===== src/rtl/irc_pkg.sv =====
`timescale 1ns/1ps
package irc_pkg;
  localparam int SEL_W   = 3;
  localparam int MAX_DIV = 192;
  localparam int CNT_W   = $clog2(MAX_DIV);

  // strobes from control to datapath
  typedef struct packed {
    logic burst;    // mark sampled this edge
    logic clear;    // restart phase and latch new code
    logic advance;  // step phase counter
  } irc_strobe_t;

  // carrier period in clocks for a code; 1 means steady level
  function automatic int divisorOf(input logic [SEL_W-1:0] code);
    case (code)
      3'd0:    return 8;
      3'd1:    return 16;
      3'd2:    return 64;
      3'd3:    return 96;
      3'd4:    return 128;
      3'd5:    return 192;
      default: return 1;
    endcase
  endfunction

  function automatic logic [CNT_W-1:0] lastCount(input logic [SEL_W-1:0] code);
    return CNT_W'(divisorOf(code) - 1);
  endfunction

  function automatic logic [CNT_W-1:0] highLen(input logic [SEL_W-1:0] code);
    return CNT_W'(divisorOf(code) / 3);
  endfunction

  function automatic logic isSteady(input logic [SEL_W-1:0] code);
    return divisorOf(code) == 1;
  endfunction
endpackage


===== src/rtl/irc_ctrl.sv =====
`timescale 1ns/1ps
module irc_ctrl
  import irc_pkg::*;
(
  input  logic        clk,
  input  logic        rstN,
  input  logic        gate,
  input  logic        atEnd,
  output irc_strobe_t strobe
);
  logic gateQ;

  always_ff @(posedge clk or negedge rstN) begin
    if (!rstN) gateQ <= 1'b0;
    else       gateQ <= gate;
  end

  always_comb begin
    strobe.burst   = gate;
    strobe.clear   = !gate || !gateQ || atEnd;
    strobe.advance = gate && gateQ && !atEnd;
  end

  // a fresh mark always restarts the phase
  assert_fresh_mark_clears_R7: assert property (@(posedge clk) disable iff (!rstN)
    (gate && !gateQ) |-> (strobe.clear && !strobe.advance));
endmodule


===== src/rtl/irc_datapath.sv =====
`timescale 1ns/1ps
module irc_datapath
  import irc_pkg::*;
(
  input  logic             clk,
  input  logic             rstN,
  input  irc_strobe_t      strobe,
  input  logic [SEL_W-1:0] divSel,
  output logic             atEnd,
  output logic             irOut,
  output logic             ledN
);
  logic [CNT_W-1:0] phaseCnt, nxtCnt;
  logic [SEL_W-1:0] selQ, nxtSel;
  logic             irNext;

  assign atEnd = (phaseCnt == lastCount(selQ));

  always_comb begin
    nxtCnt = phaseCnt;
    nxtSel = selQ;
    if (strobe.clear) begin
      nxtCnt = '0;
      nxtSel = divSel;
    end else if (strobe.advance) begin
      nxtCnt = phaseCnt + 1'b1;
    end
    irNext = strobe.burst && (isSteady(nxtSel) || (nxtCnt < highLen(nxtSel)));
  end

  always_ff @(posedge clk or negedge rstN) begin
    if (!rstN) begin
      phaseCnt <= '0;
      selQ     <= '0;
      irOut    <= 1'b0;
      ledN     <= 1'b1;
    end else begin
      phaseCnt <= nxtCnt;
      selQ     <= nxtSel;
      irOut    <= irNext;
      ledN     <= !strobe.burst;
    end
  end

  // phase never leaves the selected period
  assert_count_in_period_R2: assert property (@(posedge clk) disable iff (!rstN)
    phaseCnt <= lastCount(selQ));

  // code is frozen while the period runs
  assert_code_held_R8: assert property (@(posedge clk) disable iff (!rstN)
    strobe.advance |=> $stable(selQ));

  // a space darkens emitter and indicator
  assert_space_dark_R5: assert property (@(posedge clk) disable iff (!rstN)
    !strobe.burst |=> (!irOut && ledN));

  // indicator lit through the whole mark
  assert_mark_lit_R6: assert property (@(posedge clk) disable iff (!rstN)
    strobe.burst |=> !ledN);
endmodule


===== src/rtl/irc_carrier_gen.sv =====
`timescale 1ns/1ps
module irc_carrier_gen
  import irc_pkg::*;
(
  input  logic             clk,
  input  logic             rstN,
  input  logic [SEL_W-1:0] divSel,
  input  logic             gate,
  output logic             irOut,
  output logic             ledN
);
  irc_strobe_t strobe;
  logic        atEnd;

  irc_ctrl u_ctrl (
    .clk    (clk),
    .rstN   (rstN),
    .gate   (gate),
    .atEnd  (atEnd),
    .strobe (strobe)
  );

  irc_datapath u_datapath (
    .clk    (clk),
    .rstN   (rstN),
    .strobe (strobe),
    .divSel (divSel),
    .atEnd  (atEnd),
    .irOut  (irOut),
    .ledN   (ledN)
  );

  // every mark opens with a high clock
  assert_mark_opens_high_R7: assert property (@(posedge clk) disable iff (!rstN)
    $rose(gate) |=> irOut);
endmodule


===== config.mk =====
export PLATFORM = sky130hd
export DESIGN_NAME = irc_carrier_gen
export DESIGN_NICKNAME = d
export VERILOG_FILES = /design/src/rtl/irc_pkg.sv /design/src/rtl/irc_ctrl.sv /design/src/rtl/irc_datapath.sv /design/src/rtl/irc_carrier_gen.sv
export SDC_FILE = /design/constraint.sdc
export NUM_CORES = 1
export LEC_CHECK = 0
export ABC_AREA = 1
export BUFFER_PORTS_ARGS = -buffer_cell sky130_fd_sc_hd__buf_4
export CAP_MARGIN = 40
export CORE_MARGIN = 5
export CORE_UTILIZATION = 55
export DETAILED_ROUTE_END_ITERATION = 8
export GPL_ROUTABILITY_DRIVEN = 0
export PLACE_DENSITY_LB_ADDON = 0.2
export REMOVE_ABC_BUFFERS = 1
export SETUP_SLACK_MARGIN = 0.5
export SYNTH_ARGS = -nofsm -noshare
export SYNTH_HDL_FRONTEND = slang
export SYNTH_SLANG_ARGS = --single-unit

===== constraint.sdc =====
create_clock -name clk -period 4.6 [get_ports clk]
set_input_delay 0.46 -clock clk [delete_from_list [all_inputs] [get_ports clk]]
set_output_delay 0.46 -clock clk [all_outputs]
set_load 0.03 [all_outputs]

* After elaboration in Yosys (flattened, before gate mapping) *
Cells that the tools add are included.

operators by class
  divide/modulo/power cells = 1
  eq/ne operators = 12
  $add $sub $neg = 2
  reductions and logical operators = 11
  multiplexer cells = 5
  order comparisons = 1

operators with widths
  kind                                              number
  case mux 8 bit (6 select lines)                   2
  divider 32 x 3 -> 32 bit, second input constant   1
  two-way mux 8 bit                                 2
  == test 3 x 2 -> 1 bit, second input constant     4
  == test 3 bit, second input constant              4
  adder 8 x 1 -> 8 bit, second input constant       1
  == test 8 x 1 -> 1 bit, second input constant     1
  == test 8 bit                                     1
  less-than comparator 8 bit                        1
  subtractor 8 x 1 -> 8 bit, second input constant  1
  == test 3 x 1 -> 1 bit, second input constant     2
  logical NOT 3 bit                                 2
  logical AND 1 bit                                 3
  logical NOT 1 bit                                 3
  logical OR 1 bit                                  3
  two-way mux 3 bit                                 1

storage, ports and cells
  register bits after elaboration = 14
  output and inout port bits = 2
  bits of input ports = 6
  word-level logic and storage cells = 37

* Depth between registers and ports, before layout *
Gate-level depths: netlist (run 1).

  depth after elaboration = 12
  mapped depth = 47
  mapped depth without buffers = 46

* Modules after synthesis *
From an unflattened synthesis (run 1), not the netlist that was laid out.

unflattened totals
  cells, all modules = 205
  area total of the unflattened synthesis = 1525.2 µm²

modules (own cells, without submodules)
  module        instances  sequential area each (µm²)  cells an instance  area an instance (µm²)
  irc_datapath  1          326.6                       199                1473.9
  irc_ctrl      1          25.0                        6                  51.3

* Least setup slack after synthesis (run 1) *
Ideal clock, no wire load.

  path type = register -> register
  start = reg u_datapath.selQ[1]
  end = reg u_datapath.irOut
  stages on the path, launching flop included = 45
  slack = -0.024 ns
  period minus slack after synthesis = 4.624 ns
  buffers on the path = 1
  setup time = 0.117 ns
  data arrival time = 4.507 ns
  path through = dfrtp_1 > ha_1 > nor2_1 > nand3_1 > nand3b_1 > nand2_2 > nor2_4 > nand2_4 > nand2_4 > buf_12 > nand2_4 > nand2_4 > nand3_4 > inv_2 > ha_1 > inv_1 > nand2_1 > nand2_1 > [... 9 more ...] > or2_1 > nand2_2 > ha_1 > inv_1 > nor3_4 > inv_2 > nand2_1 > nand2_1 > o21ai_1 > nand4_1 > nand2_1 > nand2_1 > nand2_1 > nand2_1 > nand2_1 > nand2_1 > nand2_1 > a21oi_2

between the ends
  cells in the longest elaborated chain, start to end = 12
  elaborated cells between the ends (all ways) = 27
  classes of those cells = add/sub: 1; div: 1; order compare: 1; eq/ne: 12; mux: 5; reduce/logical: 7

RTL lines
  what                                   RTL line            source
  start: declaration                     irc_datapath.sv:14  logic [SEL_W-1:0] selQ, nxtSel;
  start signal: assignment               irc_datapath.sv:39  selQ <= nxtSel;
  == test 3 bit (tied with other cells)  irc_pkg.sv:16       case (code)
  case mux 8 bit (6 select lines)        irc_pkg.sv:16
  subtractor 8 x 1 -> 8 bit              irc_pkg.sv:28       return CNT_W'(divisorOf(code) - 1);
  == test 8 bit                          irc_datapath.sv:17  assign atEnd = (phaseCnt == lastCount(selQ));
  logical OR 1 bit                       irc_ctrl.sv:20      strobe.clear = !gate || !gateQ || atEnd;
  two-way mux 3 bit                      irc_datapath.sv:22  if (strobe.clear) begin
  == test 3 bit (tied with other cells)  irc_pkg.sv:16
  case mux 8 bit (6 select lines)        irc_pkg.sv:16
  divider 32 x 3 -> 32 bit               irc_pkg.sv:32       return CNT_W'(divisorOf(code) / 3);
  less-than comparator 8 bit             irc_datapath.sv:28  irNext = strobe.burst && (isSteady(nxtSel) || (nxtCnt < highLen(nxtSel)));
  logical OR 1 bit (*)                   irc_datapath.sv:28
  logical AND 1 bit (*)                  irc_datapath.sv:28
  named net u_datapath.irNext            irc_datapath.sv:15  logic irNext;
  end signal: assignment                 irc_datapath.sv:40  irOut <= irNext;
  end: declaration                       irc_datapath.sv:10  output logic irOut,

Mark *: on every way through the listed nets, which the timed path passes. The rest lies on a longest branch.

* Final worst setup path (run 1) *
  start = reg u_datapath.selQ[2]
  end = reg u_datapath.irOut

between the ends
  cells in the longest elaborated chain, start to end = 12
  elaborated cells between the ends (all ways) = 27
  classes of those cells = add/sub: 1; div: 1; order compare: 1; eq/ne: 12; mux: 5; reduce/logical: 7

RTL lines
  what                                   RTL line
  == test 3 bit (tied with other cells)  irc_pkg.sv:16
  case mux 8 bit (6 select lines) (*)    irc_pkg.sv:16
  subtractor 8 x 1 -> 8 bit (*)          irc_pkg.sv:28
  == test 8 bit (*)                      irc_datapath.sv:17
  logical OR 1 bit (*)                   irc_ctrl.sv:20
  two-way mux 3 bit (*)                  irc_datapath.sv:22
  named net u_datapath.nxtSel[0]         irc_datapath.sv:14
  == test 3 bit (tied with other cells)  irc_pkg.sv:16
  case mux 8 bit (6 select lines) (*)    irc_pkg.sv:16
  divider 32 x 3 -> 32 bit               irc_pkg.sv:32
  less-than comparator 8 bit             irc_datapath.sv:28
  logical OR 1 bit (*)                   irc_datapath.sv:28
  logical AND 1 bit (*)                  irc_datapath.sv:28
  named net u_datapath.irNext            irc_datapath.sv:15

Marked as above.

==> summary.txt, run 1 <==
I/O pin cnt: 8
Inst Count DP: 312
delay-heaviest family, CP: simple AND/OR/NAND/NOR gates
kind of critical path: reg -> reg
Buf+Inv Stages, Crit Path: 10
Vias/cell: 5.17
Ant. Diodes: 0
mapped cell area: 0.00162 mm^2
sequential area share after synthesis: 0.217
CP max FO: 6
CTS HTree Levels: 1
Die H: 64.2 um
Req. time, crit path: 4.77 ns
skew final: 0.00301 ns
clock buffer count from CTS: 3
period utilization: 0.975
Synth Area per Inst: 6.34 um^2
PnR Total Power: 514 uW
WP data arrival: 4.66 ns
# clock sinks: 14
slowest cell on the critical path: dfrtp_2
setup_tns: 0 ns
CTS Buffer Depth: 2
critical path launch point type: flip-flop
Ys Warns: 0
Yosys top cell area share: 0.201
drt first pass iters: 4
Leakage Power: 1.23 nW
Max IR drop VDD: 0.208 mV
routed len/inst: 13.0 um
Routed Antenna Nets: 0
GRT overflow: 0
Clock Pin Slew Worst Setup and Hold Paths: 0.08 ns
GRT Util Overall: 0.202
P per Cell Area: 229 mW/mm^2
RSZ-0062 raised after global routing: true
Area after DPL: 0.00184 mm^2
largest net degree at the start of global routing: 15
sequential power share: 0.261
CP peak stage delay: 0.45 ns
clock root buffer: clkbuf_4
Seq cells post-synth: 14
Switch Pwr: 202 uW
dpl ws: -0.189 ns
layout cells sized above 1: 0.396
Commonest cells post-synth: nand2_1, inv_1, nand3_1, nor2_1, dfrtp_1
asr flop ratio synth: 1.00
Sw Ratio: 0.392
Crit. End Element: flip-flop
DRC viols: 0
Clock Latency Late Sink: 0.27 ns
vias in the first global route: 1,670
slew margin rel.: 0.740
standard-cell rows: 19
Port Buffers: 7
initial core utilization: 0.581
ranking of synthesized cells by area: dfrtp_1, nand2_1, nand3_1, ha_1, inv_1
P_int: 312 uW
share of the core filled with cells: 0.806
design area: 0.00224 mm^2
count leader, synth: nand2_1
setup ws final: 0.115 ns
Final Setup Violations: 0
antenna violations before repair: 0
Storage cell area: 354 um^2
final hold violations: 0
WL final: 4.42 mm
Min-Delay Path Class: in -> async
first-pass GRT wire length: 6.90 mm
hpwl dp: 2.79 mm
final non-filler cell total: 339
fmax: 223 MHz
Layout Nets: 327
chip width: 64.2 um
Clock Power Share: 0.164
Post-synth EDFFs: 0
Die Area: 0.00412 mm^2
CTS tree: done
Pins Over Slew Limit: 0
combinational power share: 0.575
core area: 0.00278 mm^2
largest area contributor in the netlist: dfrtp_1
Fill cells: 172
final hold slack: 0.0183 ns
min cycle time layout: 4.49 ns
most frequent CP cell: nand2_1
Slew @ Worst Pin: 0.390 ns
synth unique cells: 28
1st-iter DRT viols: 149
maxcap violations: 0
Main synth FF type: dfrtp_1
status: complete, no violations
Layout area overhead: 38.6%
multi-input logic area: 0.00125 mm^2
post-synthesis cell count: 255
number of vias in the routed layout: 1,754
worst paths after layout:
kind                                                       start                               end  slack, ns  cells past startpoint
worst max-delay path                u_datapath.selQ[2]$_DFF_PN0_        u_datapath.irOut$_DFF_PN0_       0.11                     44
worst min-delay path                                        rstN      u_datapath.selQ[2]$_DFF_PN0_       0.02                      1
worst max register to register      u_datapath.selQ[2]$_DFF_PN0_        u_datapath.irOut$_DFF_PN0_       0.11                     44
worst min register to register  u_datapath.phaseCnt[0]$_DFF_PN0_  u_datapath.phaseCnt[0]$_DFF_PN0_       0.53                      1
max in group asynchronous                                   rstN         u_datapath.ledN$_DFF_PN1_       4.35                      1
min in group clk                                            gate            u_ctrl.gateQ$_DFF_PN0_       0.32                      1
what timing repair did:
action / 4_1_cts / 5_1_grt
gates resized for setup: 37 / 16
pin swaps: 32 / 18
hold buffers: 0 / 0
endpoints found under the setup margin: 1 / 1
gates cloned: 0 / 0
buffers inserted: 14 / 9
metal layers:
layer / wire length (um) / track usage / vias up
met5: 0 / 0 / -
met4: 65 / 0.0865 / 0
met3: 84 / 0.00876 / 8
met2: 2460 / 0.381 / 37
met1: 1810 / 0.235 / 802
li1: - / - / 907
power groups by stage:
stage                     logic (mW)  clock network, mW  registers (mW)
final                          0.296             0.0845           0.134
after global routing           0.326             0.0916           0.135
after CTS                      0.251             0.0880           0.134
after detailed placement       0.212                  0           0.135
after global placement         0.208                  0           0.135
after floorplan                0.143                  0           0.137
cell usage in the layout (no fill, tap or decap), types with 2 or more instances in the layout:
cell type and n:
xor2_1 3, nand2_1 69, nand2_4 10, a21oi_1 4
nand2_2 19, buf_4 49, ha_4 5, clkbuf_4 3
nor3_1 2, inv_1 33, dfrtp_1 11, nor2_1 20
nand3_4 3, inv_2 9, nand3_2 5, nor2_2 2
nand4_1 5, inv_4 4, o21ai_2 2, dfrtp_2 2
ha_1 7, nand3_1 27
cell type report:
class,instances,area share
clock buffer,4,0.0162
inverter,47,0.0832
multi-input combinational,193,0.556
sequential,14,0.158
tap,31,0.0173
timing repair buffer,50,0.169
sequential cells by signal, indices dropped and copies added, names as in the netlist:
signal / flops
u_datapath.irOut: 1
u_datapath.selQ: 3
u_datapath.ledN: 1
u_ctrl.gateQ: 1
u_datapath.phaseCnt: 8
worst reg2reg max path, delay by kind of cell (launching register included):
kind / cells / cell delay [ns]
AND/OR/NAND/NOR: 29 / 2.53
buffers and inverters: 10 / 0.72
adder cells (fa/ha/maj): 4 / 0.62
flip-flops: 1 / 0.45
AO/OA/AOI/OAI: 1 / 0.05
cells by family after synthesis:
| family | Yosys count | share of synthesized area |
|---|---|---|
| buf+inv | 48 | 0.122 |
| fa+ha+maj | 12 | 0.0929 |
| compound gates | 9 | 0.0317 |
| xor+xnor | 3 | 0.0163 |
| simple gates | 169 | 0.520 |
| flops | 14 | 0.217 |
Note: power is estimated with default switching activity, not from simulation.
==> inputs of run 2 (changes only) <==
- SETUP_SLACK_MARGIN: 0.5 -> 0.2
==> run 2 against run 1 <==
Sequential cell count is the same; via count shrank 2.3%; die area is the same; clock-buffer cell count is the same; cell count shrank 2.7%; maximum frequency shrank 0.60%; non-clock buffer count shrank 9; routed wire length shrank 5.6%; critical path type unchanged; largest cell class unchanged.
==> summary.txt, run 2 (synthesized netlist as in run 1, its figures left out) <==
Slew @ Worst Pin: 0.370 ns
Post-CTS Hold Buffers: 0
clock buffer count from CTS: 3
kind of critical path: reg -> reg
fmax: 222 MHz
Vias/cell: 5.19
core area: 0.00278 mm^2
Layout Nets: 318
Reg-to-Reg End: u_datapath.irOut$_DFF_PN0_
maxcap violations: 0
Largest regs: u_datapath.phaseCnt x8, u_datapath.selQ x3
layout cells sized above 1: 0.381
GRT Util Overall: 0.194
I/O pin cnt: 8
standard-cell rows: 19
1st-iter DRT viols: 143
setup slack, reg-to-reg: 0.09 ns
drt first pass iters: 4
Storage cell area: 354 um^2
Routed Antenna Nets: 0
CTS HTree Levels: 1
setup ws final: 0.0878 ns
most frequent CP cell: nand2_1
CTS Buffer Depth: 2
Port Buffers: 7
delay-heaviest family, CP: simple AND/OR/NAND/NOR gates
WL final: 4.17 mm
number of vias in the routed layout: 1,713
cell depth of the worst setup path: 45
GRT overflow: 0
slowest cell on the critical path: dfrtp_2
PnR Total Power: 499 uW
status: complete, no violations
DRC viols: 0
final hold slack: 0.0156 ns
worst-case reg-to-reg path depth: 45
antenna violations before repair: 0
dpl ws: -0.189 ns
hpwl dp: 2.79 mm
max reg flops: 8
Clock Latency Late Sink: 0.27 ns
multi-input logic area: 0.00127 mm^2
skew final: 0.00789 ns
P per Cell Area: 227 mW/mm^2
Req. time, crit path: 4.77 ns
first-pass GRT wire length: 6.67 mm
share of the core filled with cells: 0.789
Ant. Diodes: 0
routed len/inst: 12.6 um
Die H: 64.2 um
Pins Over Slew Limit: 0
CTS tree: done
Layout area overhead: 35.8%
Die Area: 0.00412 mm^2
clock root buffer: clkbuf_4
WP data arrival: 4.68 ns
CP peak stage delay: 0.46 ns
RSZ-0062 raised after global routing: true
Fill cells: 176
final hold violations: 0
most frequent cells in the layout: nand2_1, buf_4, inv_1
Buf+Inv Stages, Crit Path: 9
Final Setup Violations: 0
FF-to-FF Start: u_datapath.selQ[2]$_DFF_PN0_
initial core utilization: 0.581
Max IR drop VDD: 0.175 mV
CP max FO: 6
Leakage Power: 1.19 nW
period utilization: 0.981
slew margin rel.: 0.753
Clock Pin Slew Worst Setup and Hold Paths: 0.08 ns
Reg with most FFs: u_datapath.phaseCnt
critical path launch point type: flip-flop
min cycle time layout: 4.51 ns
Crit. End Element: flip-flop
most common cell after layout, fill and taps aside: nand2_1
largest net degree at the start of global routing: 15
chip width: 64.2 um
vias in the first global route: 1,598
# clock sinks: 14
Min-Delay Path Class: in -> async
-- run 2: cell types whose count changed in the layout (fill, tap and decap cells not counted), sizes merged --
| cell | previous run | this run |
|---|---|---|
| buf | 50 | 41 |
-- run 2: how the worst max path moves through the flow --
| stage | to | start | slack [ns] |
|---|---|---|---|
| finish | u_datapath.irOut$_DFF_PN0_ | u_datapath.selQ[2]$_DFF_PN0_ | 0.09 |
| global route | u_datapath.irOut$_DFF_PN0_ | u_datapath.selQ[2]$_DFF_PN0_ | -0.27 |
| CTS | u_datapath.irOut$_DFF_PN0_ | u_datapath.selQ[1]$_DFF_PN0_ | 0.20 |
| detailed placement | u_datapath.irOut$_DFF_PN0_ | u_datapath.selQ[1]$_DFF_PN0_ | -0.19 |
| global placement | u_datapath.irOut$_DFF_PN0_ | u_datapath.selQ[1]$_DFF_PN0_ | -0.11 |
| floorplan | u_datapath.irOut$_DFF_PN0_ | u_datapath.selQ[1]$_DFF_PN0_ | -0.06 |
-- run 2: per-stage QoR --
step / setup TNS, ns / std cells / cell area [um^2]
2_1_floorplan: -0.0599 / 254 / 1600
5_1_grt: -0.272 / 330 / 2200
3_3_place_gp: -0.112 / 312 / 1840
3_5_place_dp: -0.189 / 312 / 1840
6_report: 0 / 330 / 2200
4_1_cts: 0 / 323 / 2050
-- run 2: what timing repair did --
action,in CTS,in global routing
setup buffers,7,7
resized for setup,31,27
pin swaps,11,29
endpoints found under the setup margin,1,1
-- run 2: report_power, final --
part           leakage [nW]  switching [mW]  internal (mW)
Combinational         0.995           0.155          0.125
Clock                0.0210          0.0362         0.0481
Sequential            0.178         0.00624          0.128
Total                  1.19           0.198          0.301
-- run 2: area by class of cell --
| cell class | count | share of cell area |
|---|---|---|
| inverters | 47 | 0.0860 |
| flip-flops and latches | 14 | 0.161 |
| well taps | 31 | 0.0177 |
| clock buffers | 4 | 0.0165 |
| repair buffers | 41 | 0.142 |
| multi-input cells | 193 | 0.577 |
-- run 2: per-layer routing --
layer	wire length (um)	share of wire	GRT usage
met5	0	0	0
met4	148	0.035	0.0789
met3	111	0.027	0.00876
met2	2200	0.53	0.358
met1	1710	0.41	0.234
==> inputs of run 3 (changes only) <==
- CTS_BUF_LIST: default -> sky130_fd_sc_hd__clkbuf_16
==> run 3 against run 2 <==
Setup slack improved by 0.024 ns; cell count rose by 0.30%; sequential share of layout area fell by 0.30 points; utilization rose by 1.5 points.
==> summary.txt, run 3 (synthesized netlist as in run 1, its figures left out) <==
Crit. End Element: flip-flop
CTS tree: done
# clock sinks: 14
first-pass GRT wire length: 6.84 mm
RSZ-0062 raised after global routing: true
Clock Latency Late Sink: 0.24 ns
Ant. Diodes: 0
layout cells sized above 1: 0.377
Clock Pin Slew Worst Setup and Hold Paths: 0.05 ns
initial core utilization: 0.581
Die H: 64.2 um
I/O pin cnt: 8
Largest regs: u_datapath.phaseCnt x8, u_datapath.selQ x3
Area after DPL: 0.00184 mm^2
Leakage Power: 1.21 nW
Pins Over Slew Limit: 0
Reg with most FFs: u_datapath.phaseCnt
1st-iter DRT viols: 125
Min-Delay Path Class: in -> async
skew final: 0.00501 ns
Slew @ Worst Pin: 0.365 ns
routed len/inst: 13.2 um
GRT Util Overall: 0.197
chip width: 64.2 um
final hold violations: 0
GRT overflow: 0
most common cell after layout, fill and taps aside: nand2_1
Port Buffers: 7
Layout Nets: 319
DRC viols: 0
FF-to-FF Start: u_datapath.selQ[2]$_DFF_PN0_
Routed Antenna Nets: 0
CTS Buffer Depth: 2
hpwl dp: 2.79 mm
vias in the first global route: 1,620
period utilization: 0.976
Req. time, crit path: 4.73 ns
number of vias in the routed layout: 1,744
kind of critical path: reg -> reg
P per Cell Area: 257 mW/mm^2
min cycle time layout: 4.49 ns
most frequent CP cell: nand2_1
CTS HTree Levels: 1
largest net degree at the start of global routing: 15
Vias/cell: 5.27
WL final: 4.37 mm
slew margin rel.: 0.756
worst-case reg-to-reg path depth: 45
status: complete, no violations
most frequent cells in the layout: nand2_1, buf_4, inv_1
core area: 0.00278 mm^2
antenna violations before repair: 0
clock root buffer: clkbuf_16
CP max FO: 6
CP peak stage delay: 0.45 ns
critical path launch point type: flip-flop
setup slack, reg-to-reg: 0.11 ns
setup_tns: 0 ns
drt first pass iters: 5
maxcap violations: 0
fmax: 223 MHz
Die Area: 0.00412 mm^2
design area: 0.00224 mm^2
Max IR drop VDD: 0.261 mV
slowest cell on the critical path: dfrtp_2
standard-cell rows: 19
Final Setup Violations: 0
Layout area overhead: 38.4%
clock buffer count from CTS: 3
Reg-to-Reg End: u_datapath.irOut$_DFF_PN0_
WP data arrival: 4.62 ns
max reg flops: 8
run 3: what timing repair did:
item / in CTS / in global routing
pin swaps: 11 / 29
setup endpoints to repair: 1 / 1
resized for setup: 31 / 25
gates cloned: 0 / 0
endpoints found under the hold margin: 0 / 0
hold buffers: 0 / 0
setup buffers: 7 / 8
run 3: metrics by stage:
stage | worst slack, ns | std cells | power, mW | hold WS (ns) | utilization
after detailed placement | -0.189 | 312 | 0.347 | 0.316 | 0.661
after global routing | -0.259 | 331 | 0.613 | 0.0735 | 0.804
after global placement | -0.112 | 312 | 0.343 | 0.313 | 0.661
after CTS | 0.207 | 323 | 0.535 | 0.0613 | 0.751
after floorplan | -0.0599 | 254 | 0.280 | 0.164 | -
final | 0.112 | 331 | 0.575 | 0.0544 | 0.804
run 3: final cells by class:
class | count | area [um^2]
multi-input combinational | 193 | 1260
timing repair buffer | 42 | 319
inverter | 47 | 189
sequential | 14 | 354
fill | 176 | 544
clock inverter | 1 | 3.75
clock buffer | 3 | 75.1
tap | 31 | 38.8
run 3: power breakdown:
part	switching, mW	internal, mW
Combinational	0.153	0.123
Clock	0.0491	0.115
Sequential	0.00611	0.129
Total	0.209	0.367
run 3: worst max-delay path by stage:
stage                                 startpoint  slack [ns]  cells past startpoint                    endpoint
floorplan           u_datapath.selQ[1]$_DFF_PN0_       -0.06                     43  u_datapath.irOut$_DFF_PN0_
global placement    u_datapath.selQ[1]$_DFF_PN0_       -0.11                     43  u_datapath.irOut$_DFF_PN0_
detailed placement  u_datapath.selQ[1]$_DFF_PN0_       -0.19                     45  u_datapath.irOut$_DFF_PN0_
CTS                 u_datapath.selQ[1]$_DFF_PN0_        0.21                     45  u_datapath.irOut$_DFF_PN0_
global route        u_datapath.selQ[2]$_DFF_PN0_       -0.26                     47  u_datapath.irOut$_DFF_PN0_
finish              u_datapath.selQ[2]$_DFF_PN0_        0.11                     45  u_datapath.irOut$_DFF_PN0_
run 3: layer usage:
metal | vias to the layer above | global-route usage | wire [um]
met3 | 14 | 0.00350 | 90
met4 | 0 | 0.0636 | 151
li1 | 890 | - | -
met5 | - | 0 | 0
met1 | 804 | 0.240 | 1780
met2 | 36 | 0.372 | 2340
run 3: worst max-delay path, delay by kind of cell (launching register included):
kind / cells / cell delay [ns]
fa+ha+maj: 4 / 0.64
compound gates: 2 / 0.17
flops: 1 / 0.45
simple gates: 30 / 2.54
buf+inv: 9 / 0.56
